--- src/rtl/bfm_pkg.sv ---
package bfm_pkg;
  typedef enum logic {
    MODE_64  = 1'b0,
    MODE_128 = 1'b1
  } bfm_mode_e;

  // Decoded index pair with wrap flag
  typedef struct packed {
    logic [6:0] lo_pos;
    logic [6:0] hi_pos;
    logic       wrap;
  } bfm_range_t;
endpackage

--- src/rtl/bfm_shifter.sv ---
module bfm_shifter #(
  parameter int DATA_W  = 128,
  parameter int SHIFT_W = 8
) (
  input  logic                      mode_wide,
  input  logic [DATA_W-1:0]         src,
  input  logic signed [SHIFT_W-1:0] amt,
  output logic [DATA_W-1:0]         shifted
);
  localparam int HALF_W = DATA_W / 2;

  logic                neg;
  logic [SHIFT_W-1:0]  mag;
  logic [DATA_W-1:0]   src_eff;
  logic [DATA_W-1:0]   raw;

  always_comb begin
    neg     = amt[SHIFT_W-1];
    // two's-complement magnitude; -min yields min as unsigned, which is correct
    mag     = neg ? (~amt + {{(SHIFT_W-1){1'b0}}, 1'b1}) : amt;
    src_eff = mode_wide ? src : {{HALF_W{1'b0}}, src[HALF_W-1:0]};
    raw     = neg ? (src_eff >> mag) : (src_eff << mag);
    shifted = mode_wide ? raw : {{HALF_W{1'b0}}, raw[HALF_W-1:0]};
  end
endmodule

--- src/rtl/bfm_mask_gen.sv ---
module bfm_mask_gen
  import bfm_pkg::*;
#(
  parameter int DATA_W = 128,
  parameter int IDX_W  = 6
) (
  input  logic              mode_wide,
  input  logic [IDX_W-1:0]  lo_idx,
  input  logic [IDX_W-1:0]  hi_idx,
  input  logic              ext_bit,
  output logic [DATA_W-1:0] mask
);
  localparam int HALF_W = DATA_W / 2;
  localparam int POS_W  = IDX_W + 1;

  bfm_range_t rng;
  logic       hi_ge_lo;

  always_comb begin
    hi_ge_lo = (hi_idx >= lo_idx);
    if (mode_wide) begin
      // extension applied to both only when the field is ordered
      rng.lo_pos = hi_ge_lo ? {ext_bit, lo_idx} : {1'b0, lo_idx};
      rng.hi_pos = {ext_bit, hi_idx};
      rng.wrap   = 1'b0;
    end else begin
      rng.lo_pos = {1'b0, lo_idx};
      rng.hi_pos = {1'b0, hi_idx};
      rng.wrap   = ~hi_ge_lo;
    end
  end

  for (genvar i = 0; i < DATA_W; i++) begin : g_bit
    localparam logic [POS_W:0] BIT_POS = (POS_W+1)'(i);
    logic ge_lo, lt_hi, active;
    always_comb begin
      ge_lo   = ({1'b0, rng.lo_pos} <= BIT_POS);
      lt_hi   = (BIT_POS < {1'b0, rng.hi_pos});
      active  = (i < HALF_W) || mode_wide;
      mask[i] = active & (rng.wrap ? (ge_lo | lt_hi) : (ge_lo & lt_hi));
    end
  end
endmodule

--- src/rtl/bfm_merge.sv ---
module bfm_merge #(
  parameter int DATA_W = 128
) (
  input  logic              mode_wide,
  input  logic [DATA_W-1:0] shifted,
  input  logic [DATA_W-1:0] mrg,
  input  logic [DATA_W-1:0] mask,
  output logic [DATA_W-1:0] merged
);
  localparam int HALF_W = DATA_W / 2;

  logic [DATA_W-1:0] mrg_eff;

  always_comb begin
    mrg_eff = mode_wide ? mrg : {{HALF_W{1'b0}}, mrg[HALF_W-1:0]};
    merged  = (mrg_eff & ~mask) | (shifted & mask);
  end
endmodule

--- src/rtl/bitfield_move_unit.sv ---
module bitfield_move_unit
  import bfm_pkg::*;
#(
  parameter int DATA_W  = 128,
  parameter int IDX_W   = 6,
  parameter int SHIFT_W = 8
) (
  input  logic               clk,
  input  logic               rst,
  input  logic               op_valid,
  input  logic               wide_mode,
  input  logic [DATA_W-1:0]  src_data,
  input  logic [DATA_W-1:0]  mrg_data,
  input  logic [SHIFT_W-1:0] shift_amt,
  input  logic [IDX_W-1:0]   fld_lo,
  input  logic [IDX_W-1:0]   fld_hi,
  input  logic               fld_ext,
  output logic               res_valid,
  output logic [DATA_W-1:0]  res_data
);
  localparam int HALF_W = DATA_W / 2;

  logic [DATA_W-1:0] shifted_w;
  logic [DATA_W-1:0] mask_w;
  logic [DATA_W-1:0] merged_w;
  logic [DATA_W-1:0] width_mask;
  bfm_mode_e         mode_q;

  bfm_shifter #(.DATA_W(DATA_W), .SHIFT_W(SHIFT_W)) shf_i (
    .mode_wide (wide_mode),
    .src       (src_data),
    .amt       (shift_amt),
    .shifted   (shifted_w)
  );

  bfm_mask_gen #(.DATA_W(DATA_W), .IDX_W(IDX_W)) msk_i (
    .mode_wide (wide_mode),
    .lo_idx    (fld_lo),
    .hi_idx    (fld_hi),
    .ext_bit   (fld_ext),
    .mask      (mask_w)
  );

  bfm_merge #(.DATA_W(DATA_W)) mrg_i (
    .mode_wide (wide_mode),
    .shifted   (shifted_w),
    .mrg       (mrg_data),
    .mask      (mask_w),
    .merged    (merged_w)
  );

  always_ff @(posedge clk) begin
    if (rst) begin
      res_valid <= 1'b0;
      res_data  <= '0;
      mode_q    <= MODE_64;
    end else begin
      res_valid <= op_valid;
      if (op_valid) begin
        res_data <= merged_w;
        mode_q   <= wide_mode ? MODE_128 : MODE_64;
      end
    end
  end

  assign width_mask = wide_mode ? {DATA_W{1'b1}} : {{HALF_W{1'b0}}, {HALF_W{1'b1}}};

  // issue produces a result one cycle later
  a_r1_valid_follows: assert property (@(posedge clk) disable iff (rst)
    op_valid |=> res_valid);
  // idle cycle drops valid and holds data
  a_r1_idle_hold: assert property (@(posedge clk) disable iff (rst)
    !op_valid |=> (!res_valid && $stable(res_data)));
  // equal indices give an empty mask
  a_r5_empty_mask: assert property (@(posedge clk) disable iff (rst)
    (op_valid && fld_lo == fld_hi) |-> (mask_w == '0));
  // bits outside the mask come from the merge operand
  a_r6_outside_mask: assert property (@(posedge clk) disable iff (rst)
    op_valid |-> (((merged_w ^ mrg_data) & ~mask_w & width_mask) == '0));
  // bits inside the mask come from the shifted source
  a_r6_inside_mask: assert property (@(posedge clk) disable iff (rst)
    op_valid |-> (((merged_w ^ shifted_w) & mask_w) == '0));
  // 64-bit results have a zero upper half
  a_r7_upper_zero: assert property (@(posedge clk) disable iff (rst)
    (res_valid && mode_q == MODE_64) |-> (res_data[DATA_W-1:HALF_W] == '0));
  // reset clears the outputs
  a_r10_reset_clear: assert property (@(posedge clk)
    rst |=> (!res_valid && res_data == '0));
endmodule

--- config.mk ---
export PLATFORM = sky130hd
export DESIGN_NAME = bitfield_move_unit
export DESIGN_NICKNAME = d
export VERILOG_FILES = /design/src/rtl/bfm_pkg.sv /design/src/rtl/bfm_shifter.sv /design/src/rtl/bfm_mask_gen.sv /design/src/rtl/bfm_merge.sv /design/src/rtl/bitfield_move_unit.sv
export SDC_FILE = /design/constraint.sdc
export NUM_CORES = 2
export LEC_CHECK = 0
export BUFFER_PORTS_ARGS = -buffer_cell sky130_fd_sc_hd__buf_2
export CORE_ASPECT_RATIO = 1.4
export CORE_MARGIN = 2
export CORE_UTILIZATION = 30
export CTS_BUF_LIST = sky130_fd_sc_hd__clkbuf_4
export CTS_CLUSTER_SIZE = 8
export DETAILED_ROUTE_END_ITERATION = 10
export PLACE_DENSITY = 0.54
export SETUP_SLACK_MARGIN = 0.05
export SYNTH_ARGS = -nofsm -noshare
export SYNTH_HDL_FRONTEND = slang
export SYNTH_SLANG_ARGS = --single-unit
--- constraint.sdc ---
create_clock -name clk -period 4.6 [get_ports clk]
set_clock_uncertainty 0.05 [all_clocks]
set_input_delay 0.46 -clock clk [delete_from_list [all_inputs] [get_ports clk]]
set_output_delay 0.46 -clock clk [all_outputs]
set_load 0.005 [all_outputs]
=== Yosys cells after proc, flatten, opt, wreduce, memory -nomap -nowiden ===
Index checks and enable logic that the tools add are counted.
Widths: inputs -> output; s select.

* Flip-flop bits (word level): 129
* Latch bits: 0
* Bits in writable memories: 0
* Memory bits (read-only): 0
* Input bits: 281
* Output and inout port bits: 129
* Word-level logic and storage cells: 719
* Memories: 0

* Add/subtract/negate cells: 1
* Multiply operators: 0
* Divide/modulo/power cells: 0
* $lt $le $gt $ge: 255
* Eq/ne operators: 0
* Shift operators: 2
* Muxes and demuxes: 135
* Bitwise logic cells: 324
* Reductions and logical operators: 0

{| class="wikitable"
|+ Operator list
! kind !! number
|-
| $mux 128 || 4
|-
| $le 7x7->1 const B || 63
|-
| $lt 7x7->1 const A || 63
|-
| $and 128x128->128 || 2
|-
| $le 7x6->1 const B || 32
|-
| $lt 6x7->1 const A || 32
|-
| $and 1x1->1 || 191
|-
| $mux 1 || 128
|-
| $not 128->128 || 1
|-
| $or 128x128->128 || 1
|-
| $shl 128x8->128 || 1
|-
| $shr 128x8->128 || 1
|-
| $or 1x1->1 || 127
|-
| $le 7x5->1 const B || 16
|-
| $lt 5x7->1 const A || 16
|-
| $le 7x4->1 const B || 8
|-
| $lt 4x7->1 const A || 8
|-
| $le 7x3->1 const B || 4
|-
| $lt 3x7->1 const A || 4
|-
| $mux 15 || 1
|-
| $le 7x1->1 const B || 2
|-
| $le 7x2->1 const B || 2
|-
| $lt 1x7->1 const A || 2
|-
| $lt 2x7->1 const A || 2
|-
| 6 further kinds || 6
|}

=== Longest topological paths before layout ===
* Depth in word-level cells: 10
* Depth in mapped cells: 22
* Depth with buffers taken out: 11

=== Modules after synthesis ===
A second synthesis with hierarchy kept.

* Cell total of the unflattened synthesis: 4,286
* Area, all modules: 31,704.2 sq um

{| class="wikitable"
|+ By module, submodules not included
! module !! times used !! cells an instance !! area an instance (sq um) !! seq. area each (sq um)
|-
| bfm_shifter || 1 || 3,061 || 22,287.6 || 0.0
|-
| bitfield_move_unit || 1 || 415 || 4,667.0 || 2,582.5
|-
| bfm_mask_gen || 1 || 547 || 3,149.3 || 0.0
|-
| bfm_merge || 1 || 263 || 1,600.3 || 0.0
|}

=== Worst setup path before layout ===
Ideal clock, no wire load.

* Kind: input port to flip-flop
* From: input shift_amt[0]
* To: register res_data[6]
* Setup time: 139 ps
* Arrival time: 4,073 ps
* Data required time: 4,411 ps
* Path slack: 338 ps
* Stages: 18
* Buffers on the path: 8
* Cell sequence: buf_6 buf_6 buf_6 inv_1 buf_4 buf_2 buf_2 ha_1 mux2i_2 buf_6 buf_6 mux2i_1 mux2i_1 mux4_2 nand2_1 a21oi_1 a2111oi_0 a211oi_1

* Word-level cells in the longest chain between the ends: 8
* Elaborated cells on any way between the ends: 9
* Those cells by class: add/sub (1); shift (2); mux (3); bitwise (3)

{| class="wikitable"
|+ Ends and longest elaborated chain
! item !! RTL line !! source
|-
| start: declaration || bitfield_move_unit.sv:14 || <nowiki>input logic [SHIFT_W-1:0] shift_amt,</nowiki>
|-
| $not 8->8 || bfm_shifter.sv:20 || <nowiki>mag = neg ? (~amt + {{(SHIFT_W-1){1'b0}}, 1'b1}) : amt;</nowiki>
|-
| $add 8x1->8 || bfm_shifter.sv:20 ||
|-
| $mux 8 * || bfm_shifter.sv:20 ||
|-
| $shl 128x8->128 / $shr 128x8->128 (equally long branches) || bfm_shifter.sv:22 || <nowiki>raw = neg ? (src_eff >> mag) : (src_eff << mag);</nowiki>
|-
| $mux 128 * || bfm_shifter.sv:22 ||
|-
| $mux 128 * || bfm_shifter.sv:23 || <nowiki>shifted = mode_wide ? raw : {{HALF_W{1'b0}}, raw[HALF_W-1:0]};</nowiki>
|-
| $and 128x128->128 * || bfm_merge.sv:16 || <nowiki>merged = (mrg_eff & ~mask) | (shifted & mask);</nowiki>
|-
| $or 128x128->128 * || bfm_merge.sv:16 ||
|-
| end signal: assignment || bitfield_move_unit.sv:60 || <nowiki>res_data <= merged_w;</nowiki>
|-
| end: declaration || bitfield_move_unit.sv:19 || <nowiki>output logic [DATA_W-1:0] res_data</nowiki>
|}

Mark *: on every way between the ends. The rest lies on a longest branch, timed or not.
A chain may end at the register's enable or synchronous reset.

=== Final worst setup path ===
* From: input shift_amt[1]
* To: register res_data[22]

Same word-level chain as after synthesis.

==> flow_metrics.py <==
metrics = {
    "floorplanning": {
        "io_pins": 410,
        "start_util": 0.3031,
        "dieArea_mm2": 0.1003,
        "fp.coreArea_mm2": 0.09679,
        "die-height_um": 374.0,
        "die_w_um": 268.3,
        "row_count": 135,
    },
    "status": {
        "violations": "max-capacitance violations, max-slew violations",
        "status": "complete, but fails checks",
    },
    "clock_tree": {
        "cts_setup_buffers": 0,
        "clock_latency_ns": 0.72,
        "cts_sinks": 129,
        "cts_tree": "yes",
        "cts_hold_buf": 17,
        "cts_resized": 0,
        "clock-root-buffer": "clkbuf_4",
        "clk_pin_slew_ns": 0.18,
        "numCtsBuffers": 17,
        "htree_levels": 4,
        "ctsLongestPathBuffers": 2,
    },
    "worst_setup_path": {
        "critical_path_arrival_ns": 4.69,
        "path_common_cell": "a222oi_1",
        "endpoint_kind": "flip-flop",
        "cp_cell_sequence": "buf_2 -> inv_1 -> ha_1 -> mux2_8 -> buf_12 -> nor2_1 -> a222oi_1 -> a222oi_1 -> o21ai_1 -> or4_1 -> a32o_1",
        "cp_max_fo": 29,
        "cp.required_ns": 5.17,
        "startpoint_type": "input port",
        "max_stage_delay_ns": 1.04,
        "crit_type": "in2reg",
        "slowest_stage": "a222oi_1",
    },
    "grt": {
        "grtUsageTotal": 0.5224,
        "grt_max_degree": 140,
        "grt_antenna_before_repair": 35,
        "overflow": 0,
        "grt_pass1_vias": 39513,
        "grt_pass1_wl_um": 356500,
    },
    "synthesis": {
        "ys_ff_latch": 129,
        "syn_avg_cell_area_um2": 7.137,
        "yosys_warnings": 0,
        "netlist.area_leader.share": 0.1618,
        "netlist_area_mm2": 0.02933,
        "yosys-top-cells-area": "mux2i_1 (16%), dfxtp_1 (8.8%), mux4_2 (6.8%)",
        "synth_edf_count": 0,
        "synthArstFlopShare": 0,
        "synthCells": 4110,
        "syn_nets": 4398,
        "yosysSeqAreaShare": 0.08804,
        "synth_ff_type": "dfxtp_1",
        "ys_types": 99,
        "synth_top_area_cell": "mux2i_1",
    },
    "layout": {
        "final_cells": 6193,
        "multi_input_area_mm2": 0.02450,
        "ff_latch_area_mm2": 0.002582,
        "fin_util": 0.3854,
        "fillers": 10708,
        "drive_gt1_frac": 0.2929,
        "nets": 5143,
        "syn_to_final_growth_pct": 27.16,
    },
    "place": {
        "hpwl_um": 222700,
        "port_buffers": 409,
        "placedCellCount": 6120,
        "gp_congestion": 1.150,
    },
    "routing": {
        "num_vias": 42130,
        "viasPerCell": 6.803,
        "detail_route.wl_per_cell_um": 43.64,
        "first_pass_iters": 6,
        "drt_iter0_markers": 6066,
        "route.detailed.drc": 0,
        "routed_wl_um": 270200,
        "ant_nets": 0,
    },
    "power": {
        "cellLeakagePower_nw": 15.68,
        "power.density_mw_per_mm2": 283.6,
        "ir_drop_mv": 0.1654,
        "p_total_mw": 10.58,
    },
    "timing": {
        "period_share": 0.8959,
        "max_slew.worst_pin.slew_ns": 1.566,
        "drv_slew": 4,
        "fin_setup_tns_ns": 0,
        "hold_viol": 0,
        "slew-limit-headroom": -0.05485,
        "max_freq_mhz": 242.6,
        "period_needed_ns": 4.121,
        "rsz0062_at_grt": "no",
        "finalSetupViolCount": 0,
    },
    "run": {
        "drv_cap": 2,
    },
    "hold_path": {
        "hp-class": "in2reg",
    },
}
cells by family (layout without fill, tap and decap cells):
| group | after synthesis | after routing | synth area share |
|---|---|---|---|
| compound gates | 1480 | 1480 | 0.3311 |
| xor+xnor | 8 | 8 | 0.004436 |
| fa+ha+maj | 35 | 35 | 0.01254 |
| buf+inv | 439 | 1197 | 0.08173 |
| flops | 129 | 129 | 0.08804 |
| mux | 688 | 688 | 0.2785 |
| other cells | 0 | 24 | 0 |
| simple gates | 1331 | 1331 | 0.2036 |
registers in the layout, indices dropped and copies added, names as in the netlist:
name / flops
res_data: 128
res_valid: 1
critical path, delay by kind of cell:
family,cells,cell delay [ns]
and+or+nand+nor,2,1.05
AOI/OAI and AO/OA,4,1.83
muxes,1,0.44
adders and majority gates,1,0.33
buffers and inverters,3,0.50
per-layer routing:
layer,part of all wire,track usage,vias up
met3,0.098,0.1305,1094
met5,0.00080,0.0004914,-
li1,-,-,17117
met1,0.35,0.5945,20427
met4,0.12,0.5202,30
met2,0.42,0.7784,3462
cells in the mapped netlist (all sizes together) (13+ instances only):
library cell and n:
a2111oi 40, a22oi 63, a22o 20, a211oi 103, and2 67, inv 41
a221o 17, nor2b 84, nor3 82, mux2 123, o31ai 15, o2111ai 19
a221oi 43, o311ai 14, nor2 419, nand2 473, nor4 14, a21oi 377
a311oi 13, dfxtp 129, nand3b 14, o21a 36, and3 17, clkbuf 159
nand3 84, nand2b 26, a21o 24, o211ai 69, maj3 28, or3 19
o21ai 368, a31oi 46, mux4 88, o22ai 63, a21boi 15, buf 237
mux2i 477, o221ai 26
power breakdown:
part | internal (mW) | total (mW) | switching (mW)
clock network | 0.335 | 1.00 | 0.668
logic | 2.74 | 8.22 | 5.48
registers | 1.22 | 1.35 | 0.134
cell type report:
class / count / area share
Multi-Input combinational cell: 3542 / 0.6569
Timing Repair Buffer: 1122 / 0.2163
Sequential cell: 129 / 0.06924
Tap cell: 1301 / 0.04364
Clock inverter: 15 / 0.004562
Inverter: 43 / 0.004328
Clock buffer: 17 / 0.003422
Antenna cell: 24 / 0.001610
metrics by stage:
step | hold WS [ns] | worst slack, ns | instance area [µm²]
6_report | 0.02179 | 0.4788 | 37300
5_1_grt | 0.04598 | 0.4229 | 37250
4_1_cts | 0.0002678 | 0.6935 | 37240
3_5_place_dp | 0.3826 | -0.05863 | 36770
3_3_place_gp | 0.3755 | -0.05523 | 36770
2_1_floorplan | 0.3845 | 0.3380 | 29330
worst paths after layout:
path,from,cells after the start,end,slack (ns)
max reg2reg,res_data[32],4,res_data[32],2.43
max,shift_amt[1],11,res_data[22],0.48
min reg2reg,res_data[29],2,res_data[29],0.41
min,mrg_data[75],4,res_data[75],0.02
cell usage in the layout, fill, tap and decap left out, drive strengths merged, types with 19 or more instances in the layout:
cell and count:
nand2 473, buf 1105, inv 48, or3 19, nor2b 84, o21a 36
a221oi 43, nor2 419, a21oi 377, nand2b 26, mux2 123, a31oi 46
nor3 82, a211oi 103, o22ai 63, maj3 28, nand3 84, dfxtp 129
o21ai 368, mux2i 477, o2111ai 19, a2111oi 40, a21o 24, a22oi 63
o211ai 69, diode 24, mux4 88, a22o 20, and2 67, o221ai 26
Note: power is estimated with default switching activity, not from simulation.
